## src/rtl/sflash_irq_ctrl.sv

```systemverilog
module sflash_irq_ctrl #(
  parameter int AW = 3,
  parameter int DW = 32
) (
  input  logic          clk,
  input  logic          rst_n,
  input  logic          evt_word,
  input  logic          evt_frame,
  input  logic          mm_active,
  input  logic          wr_en,
  input  logic          rd_en,
  input  logic [AW-1:0] addr,
  input  logic [DW-1:0] wdata,
  output logic [DW-1:0] rdata,
  output logic          irq
);
  localparam logic [AW-1:0] A_CMD  = AW'(0);
  localparam logic [AW-1:0] A_STAT = AW'(1);
  localparam logic [AW-1:0] A_MODE = AW'(2);
  localparam logic [AW-1:0] A_RAW  = AW'(3);
  localparam logic [AW-1:0] A_ENA  = AW'(4);
  localparam logic [AW-1:0] A_MSET = AW'(5);
  localparam logic [AW-1:0] A_MCLR = AW'(6);

  logic word_flag, frame_flag, word_mask, frame_mask, mm_word_en, irq_q;

  wire cmd_wr   = wr_en && addr == A_CMD;
  wire stat_rd  = rd_en && addr == A_STAT;
  wire grp_clr  = cmd_wr || stat_rd;
  wire set_w    = evt_word  || (wr_en && addr == A_RAW && wdata[1]);
  wire set_f    = evt_frame || (wr_en && addr == A_RAW && wdata[0]);
  wire clr_w    = grp_clr || (wr_en && addr == A_ENA && wdata[1]);
  wire clr_f    = grp_clr || (wr_en && addr == A_ENA && wdata[0]);

  always_ff @(posedge clk or negedge rst_n) begin
    if (!rst_n) begin
      word_flag  <= 1'b0;
      frame_flag <= 1'b0;
    end else begin
      if (set_w)      word_flag  <= 1'b1;
      else if (clr_w) word_flag  <= 1'b0;
      if (set_f)      frame_flag <= 1'b1;
      else if (clr_f) frame_flag <= 1'b0;
    end
  end

  always_ff @(posedge clk or negedge rst_n) begin
    if (!rst_n) begin
      word_mask  <= 1'b0;
      frame_mask <= 1'b0;
      mm_word_en <= 1'b0;
    end else if (wr_en) begin
      case (addr)
        A_CMD:  begin word_mask <= wdata[14]; frame_mask <= wdata[15]; end
        A_MODE: mm_word_en <= wdata[1];
        A_MSET: begin
          if (wdata[1]) word_mask  <= 1'b1;
          if (wdata[0]) frame_mask <= 1'b1;
        end
        A_MCLR: begin
          if (wdata[1]) word_mask  <= 1'b0;
          if (wdata[0]) frame_mask <= 1'b0;
        end
        default: ;
      endcase
    end
  end

  wire word_req  = word_flag && word_mask && (!mm_active || mm_word_en);
  wire frame_req = frame_flag && frame_mask;

  always_ff @(posedge clk or negedge rst_n) begin
    if (!rst_n) irq_q <= 1'b0;
    else        irq_q <= word_req || frame_req;
  end

  assign irq = irq_q;

  always_comb begin
    rdata = '0;
    case (addr)
      A_CMD:  begin rdata[14] = word_mask; rdata[15] = frame_mask; end
      A_STAT: begin rdata[1] = word_flag; rdata[2] = frame_flag; end
      A_MODE: rdata[1] = mm_word_en;
      A_RAW:  begin rdata[1] = word_flag; rdata[0] = frame_flag; end
      A_ENA:  begin rdata[1] = word_flag && word_mask; rdata[0] = frame_flag && frame_mask; end
      A_MSET, A_MCLR: begin rdata[1] = word_mask; rdata[0] = frame_mask; end
      default: ;
    endcase
  end
endmodule


```

## config.mk

```make
export PLATFORM = sky130hd
export DESIGN_NAME = sflash_irq_ctrl
export DESIGN_NICKNAME = d
export VERILOG_FILES = /design/src/rtl/sflash_irq_ctrl.sv
export SDC_FILE = /design/constraint.sdc
export NUM_CORES = 1
export LEC_CHECK = 0
export ABC_AREA = 1
export CORE_ASPECT_RATIO = 0.75
export CORE_MARGIN = 2
export CORE_UTILIZATION = 29
export DETAILED_ROUTE_END_ITERATION = 8
export GPL_ROUTABILITY_DRIVEN = 0
export GPL_TIMING_DRIVEN = 0
export PLACE_DENSITY = 0.86
export SETUP_SLACK_MARGIN = 0.4
export SYNTH_ARGS = -nofsm -noshare
export SYNTH_HDL_FRONTEND = slang
export SYNTH_SLANG_ARGS = --single-unit
```

## constraint.sdc

```tcl
create_clock -name clk -period 1.7 [get_ports clk]
set_input_delay 0.17 -clock clk [delete_from_list [all_inputs] [get_ports clk]]
set_output_delay 0.17 -clock clk [all_outputs]
set_load 0.005 [all_outputs]
```

==> impl_metrics.env, run 1 <==
export IMPL_synth_top_area_share_pct=31.2
export IMPL_r2r_end="irq"
export IMPL_hp_class="primary input to asynchronous set/reset pin"
export IMPL_postRouteAntennaNets=0
export IMPL_synth_seq_cells=6
export IMPL_fin_nets=195
export IMPL_dieWidth_microns=58.6
export IMPL_synthToLayoutAreaGrowth_pct=60.5
export IMPL_tns_ns=0
export IMPL_cp_max_fo=3
export IMPL_h_tree_depth=1
export IMPL_cts_sinks=6
export IMPL_die_h_microns=45.0
export IMPL_ios=75
export IMPL_finalHoldViolCount=0
export IMPL_fin_skew_ns=0.00196
export IMPL_synthCells=95
export IMPL_grt_antenna_before_repair=0
export IMPL_dpl_cell_count=164
export IMPL_synth_warnings=0
export IMPL_post_route_period_util_pct=73.6
export IMPL_numCtsBuffers=3
export IMPL_maxSlewViolCount=0
export IMPL_reg2reg_from="frame_mask"
export IMPL_crit_required_ns=1.53
export IMPL_cts_tree="built"
export IMPL_rsz0062_at_grt="no"
export IMPL_final_cell_mix="buf_4 (34), conb_1 (27), nand2_1 (16)"
export IMPL_reg2reg_slack_ns=0.92
export IMPL_drt_wl_total_microns=1840
export IMPL_firstDrtPassIters=6
export IMPL_grt_max_degree=8
export IMPL_timing_fmax_ghz=0.799
export IMPL_drive_gt1_share_pct=38.4
export IMPL_setup_viol=0
export IMPL_startpoint_type="flop"
export IMPL_placement_rows=14
export IMPL_initial_utilization_pct=31.4
export IMPL_irDropWorstVdd_mv=0.337
export IMPL_path_class="flop to output port"
export IMPL_design_core_area_sq_mm=0.00207
export IMPL_routedWlPerCell_microns=10.5
export IMPL_drc_errors=3
export IMPL_root_buffer="clkbuf_4"
export IMPL_p_leak_nw=0.607
export IMPL_vias=763
export IMPL_cts_buffer_depth=2
export IMPL_grt_pass1_wl_microns=2720
export IMPL_ys_seq_area_share_pct=23.1
export IMPL_place_ws_ns=-0.309
export IMPL_grt_pass1_vias=640
export IMPL_drt_iter0_drc=45
export IMPL_setup_slack_ns=0.449
export IMPL_grt_overflow_total=0
export IMPL_dp_final_hpwl_microns=1310
export IMPL_r2r_cells=3
export IMPL_viasPerCell=4.36
export IMPL_drv_cap=0
export IMPL_cts_hold_fix_buffers=0
export IMPL_synth_cell_types=18
export IMPL_final_min_clock_period_ns=1.25
export IMPL_final_common_cell="buf_4"
export IMPL_track_usage_pct=14.1
export IMPL_clk_insertion_delay_late_ns=0.25
export IMPL_finalNonFillerCells=175
export IMPL_port_buffers=19
export IMPL_status="complete, but fails checks"
export IMPL_p_per_area_mw_per_mm2=559
export IMPL_syn_cell_area_sq_um=649
export IMPL_cp_arrival_ns=1.08
export IMPL_diodes=0
export IMPL_ys_top_cells_by_area="buf_4 (31%), dfrtp_1 (23%), nand2_1 (10%), nand3_1 (6.9%), nand4_1 (4.8%)"
export IMPL_clk_pin_slew_ns=0.04
export IMPL_cp_end_kind="output port"
export IMPL_die_area_sq_mm=0.00264
export IMPL_syn_avg_cell_area_sq_um=6.84
export IMPL_violations="DRC"
export IMPL_synth_area_leader_cell="buf_4"
export IMPL_n_fill_cell=198
-- how the worst max path moves through the flow --
stage | start | end | slack (ns) | cells after the start
finish | frame_mask | rdata[0] | 0.45 | 4
global route | frame_mask | rdata[0] | 0.39 | 4
CTS | word_mask | rdata[1] | 0.32 | 4
detailed placement | addr[1] | rdata[1] | -0.31 | 5
global placement | addr[1] | rdata[1] | -0.29 | 5
floorplan | addr[0] | rdata[1] | 0.88 | 3
-- registers in the layout, indices dropped and copies added, names as in the netlist --
register and flops:
frame_flag 1, word_mask 1, frame_mask 1, irq 1
mm_word_en 1, word_flag 1
-- cells by family (layout without fill, tap and decap cells) --
family                 after synthesis  after routing  share of synthesized area, %
AO/OA/AOI/OAI                        7              7                          6.55
buffers and inverters               37             67                          37.0
flip-flops                           6              6                          23.1
other                                1             27                         0.577
AND/OR/NAND/NOR                     44             44                          32.8
-- cell usage after synthesis --
master,number
nand2_2,3
o21ai_0,1
conb_1,1
nor2_1,5
buf_4,27
nand2_1,18
nand3_2,2
o221ai_1,1
dfrtp_1,6
o2111ai_1,1
nor3_1,1
o21ai_1,2
inv_2,3
inv_1,7
a21oi_1,2
nand3_1,9
nand4_1,5
nor4_1,1
-- critical path: stages (launching register included) --
cell      delay, ns
dfrtp_1        0.37
buf_4          0.15
nand2_2        0.07
o221ai_1       0.11
buf_2          0.14
-- cell type report --
type / count / area [sq um] / share of cell area (%)
sequential: 6 / 150 / 14.4
timing repair buffer: 27 / 218 / 20.9
buffer: 27 / 203 / 19.4
inverter: 10 / 37.5 / 3.60
tap: 24 / 30.0 / 2.88
clock buffer: 3 / 22.5 / 2.16
multi-input combinational: 78 / 382 / 36.6
-- power breakdown --
| group | switching (mW) | internal, mW |
|---|---|---|
| Combinational | 0.121 | 0.145 |
| Sequential | 0.0166 | 0.170 |
| Clock | 0.0506 | 0.0798 |
-- what timing repair did --
item,CTS,global route
gates resized for setup,21,15
pin swaps,2,1
hold endpoints to repair,0,0
setup endpoints to repair,6,4
setup buffers,7,1
-- metal layers --
metal | part of all wire, % | wire length (microns) | GRT usage, % | vias up
li1 | - | - | - | 368
met4 | 1.5 | 27 | 4.09 | 0
met5 | 0 | 0 | 0 | -
met2 | 52 | 946 | 23.8 | 46
met3 | 12 | 218 | 6.02 | 6
met1 | 35 | 642 | 16.5 | 343
-- metrics by stage --
stage               area [sq um]  util, %  hold slack (ns)  total power [mW]
CTS                         1030     50.1            0.171             0.556
global route                1040     50.4            0.183             0.622
detailed placement           967     46.8            0.427             0.409
global placement             967     46.8            0.427             0.404
floorplan                    747        -           -0.126             0.314
finish                      1040     50.4            0.168             0.583
No activity file was read; power rests on OpenSTA's default activity.
==> run 2, diff against run 1 <==
CORE_UTILIZATION = 27   (was 29)
PLACE_DENSITY = 0.8   (was 0.86)
clock period = 1.2 ns   (was 1.7 ns; I/O delays follow)
==> run 2 against run 1 <==
- critical path type unchanged
- worst setup slack lost 0.44 ns
- sequential share of layout area shrank 0.78 points
- core utilization shrank 2.3 points
- final area grew 5.8%
- die area grew 6.8%
- first-iteration DRC count shrank 36%
- combinational power grew 70%
- register-to-register slack lost 0.68 ns
- largest power group unchanged
- clock skew grew 0.0036 ns
- the run now ends clean
- non-clock buffer count grew 2
==> impl_metrics.env, run 2 (synthesis gave the netlist of run 1 again) <==
export IMPL_dp_final_hpwl_microns=1330
export IMPL_dieWidth_microns=60.6
export IMPL_grt_pass1_vias=690
export IMPL_fin_nets=197
export IMPL_p_leak_nw=0.627
export IMPL_grt_pass1_wl_microns=2850
export IMPL_h_tree_depth=1
export IMPL_final_common_cell="buf_4"
export IMPL_cp_end_kind="output port"
export IMPL_setup_viol=0
export IMPL_crit_slowest_cell="dfrtp_1"
export IMPL_grt_antenna_before_repair=0
export IMPL_status="completed"
export IMPL_crit_required_ns=1.08
export IMPL_placement_rows=15
export IMPL_utilization_pct=48.1
export IMPL_drt_wl_total_microns=1790
export IMPL_timing_fmax_ghz=0.843
export IMPL_final_cell_mix="buf_4 (34), conb_1 (27), nand2_1 (12)"
export IMPL_diodes=0
export IMPL_cp_max_fo=2
export IMPL_cts_buffer_depth=2
export IMPL_multiInputGateArea_sq_um=404
export IMPL_fin_skew_ns=0.00552
export IMPL_regArea_sq_um=150
export IMPL_viasPerCell=4.11
export IMPL_cts_sinks=6
export IMPL_vias=768
export IMPL_synthToLayoutAreaGrowth_pct=69.7
export IMPL_die_area_sq_mm=0.00282
export IMPL_dpl_cell_count=174
export IMPL_drc_errors=0
export IMPL_p_total_mw=0.915
export IMPL_grt_overflow_total=0
export IMPL_routedWlPerCell_microns=9.55
export IMPL_drive_gt1_share_pct=44.4
export IMPL_cp_arrival_ns=1.07
export IMPL_path_class="flop to output port"
export IMPL_r2r_cells=5
export IMPL_post_route_period_util_pct=98.9
export IMPL_maxSlewViolCount=0
export IMPL_cts_tree="built"
export IMPL_path_cells="buf_6 > nand2_2 > o221ai_2 > buf_2"
export IMPL_reg2reg_from="frame_mask"
export IMPL_reg2reg_slack_ns=0.24
export IMPL_root_buffer="clkbuf_4"
export IMPL_finalNonFillerCells=187
export IMPL_hp_class="primary input to asynchronous set/reset pin"
export IMPL_final_min_clock_period_ns=1.19
export IMPL_clk_insertion_delay_late_ns=0.25
export IMPL_numCtsBuffers=3
export IMPL_n_fill_cell=240
export IMPL_firstDrtPassIters=4
export IMPL_finalHoldViolCount=0
export IMPL_startpoint_type="flop"
export IMPL_r2r_end="frame_mask"
export IMPL_cts_hold_fix_buffers=0
export IMPL_grt_max_degree=8
export IMPL_port_buffers=19
export IMPL_ios=75
export IMPL_track_usage_pct=13.7
export IMPL_design_core_area_sq_mm=0.00229
export IMPL_drv_cap=0
export IMPL_postRouteAntennaNets=0
export IMPL_drt_iter0_drc=29
export IMPL_p_per_area_mw_per_mm2=830
export IMPL_irDropWorstVdd_mv=0.261
export IMPL_initial_utilization_pct=28.4
export IMPL_rsz0062_at_grt="yes"
export IMPL_clk_pin_slew_ns=0.05
export IMPL_die_h_microns=46.5
export IMPL_worst_path_largest_cell_delay_ns=0.38
## run 2: per-layer routing
| layer | track usage (%) | vias to the layer above | routed length [microns] | share of wire (%) |
|---|---|---|---|---|
| met3 | 5.34 | 5 | 206 | 12 |
| met2 | 23.4 | 49 | 928 | 52 |
| met5 | 0 | - | 0 | 0 |
| li1 | - | 377 | - | - |
| met1 | 15.4 | 337 | 628 | 35 |
| met4 | 5.22 | 0 | 23 | 1.3 |
## run 2: worst max path at each step
stage                     slack (ns)  startpoint    endpoint
after floorplan                 0.44     addr[0]  frame_mask
after global placement         -0.69     addr[1]    rdata[1]
after detailed placement       -0.72     addr[1]    rdata[1]
after CTS                       0.02   word_mask    rdata[1]
after global routing           -0.05   word_mask    rdata[1]
final                           0.01  frame_mask    rdata[0]
## run 2: final cells by class
| cell class | instances | area share, % |
|---|---|---|
| plain buffers | 27 | 18.4 |
| clock buffers | 3 | 2.04 |
| well taps | 34 | 3.86 |
| inverters | 10 | 3.41 |
| multi-input cells | 78 | 36.7 |
| repair buffers | 29 | 22.0 |
| flip-flops and latches | 6 | 13.6 |
## run 2: report_power, final
part           leakage (nW)  internal, mW  total (mW)  switching, mW
Sequential           0.0684         0.240       0.266         0.0262
Combinational         0.545         0.255       0.452          0.197
Clock                0.0138         0.114       0.197         0.0833
## run 2: metrics by stage
| stage | setup TNS (ns) | area [sq um] | hold WS [ns] | setup WS (ns) |
|---|---|---|---|---|
| 3_3_place_gp | -3.87 | 980 | 0.375 | -0.690 |
| 3_5_place_dp | -4.04 | 980 | 0.385 | -0.718 |
| 4_1_cts | 0 | 1070 | 0.118 | 0.0225 |
| 6_report | 0 | 1100 | 0.106 | 0.0132 |
| 2_1_floorplan | 0 | 747 | -0.176 | 0.441 |
| 5_1_grt | -0.159 | 1100 | 0.136 | -0.0502 |
## run 2: worst max-delay path: cells and delay by family (launching register included)
family	cells	cell delay (ns)
AOI/OAI and AO/OA	1	0.12
buffers and inverters	2	0.26
DFF	1	0.38
and+or+nand+nor	1	0.05
## run 2: repair_timing
action,in CTS,in global routing
setup endpoints to repair,11,11
pin swaps,5,2
gates resized for setup,52,12
setup buffers,10,0
==> run 3, diff against run 2 <==
HOLD_SLACK_MARGIN = 0.05   (was unset)
==> results of run 3 <==
Final layout, timing and power as in run 2 (identical DEF).
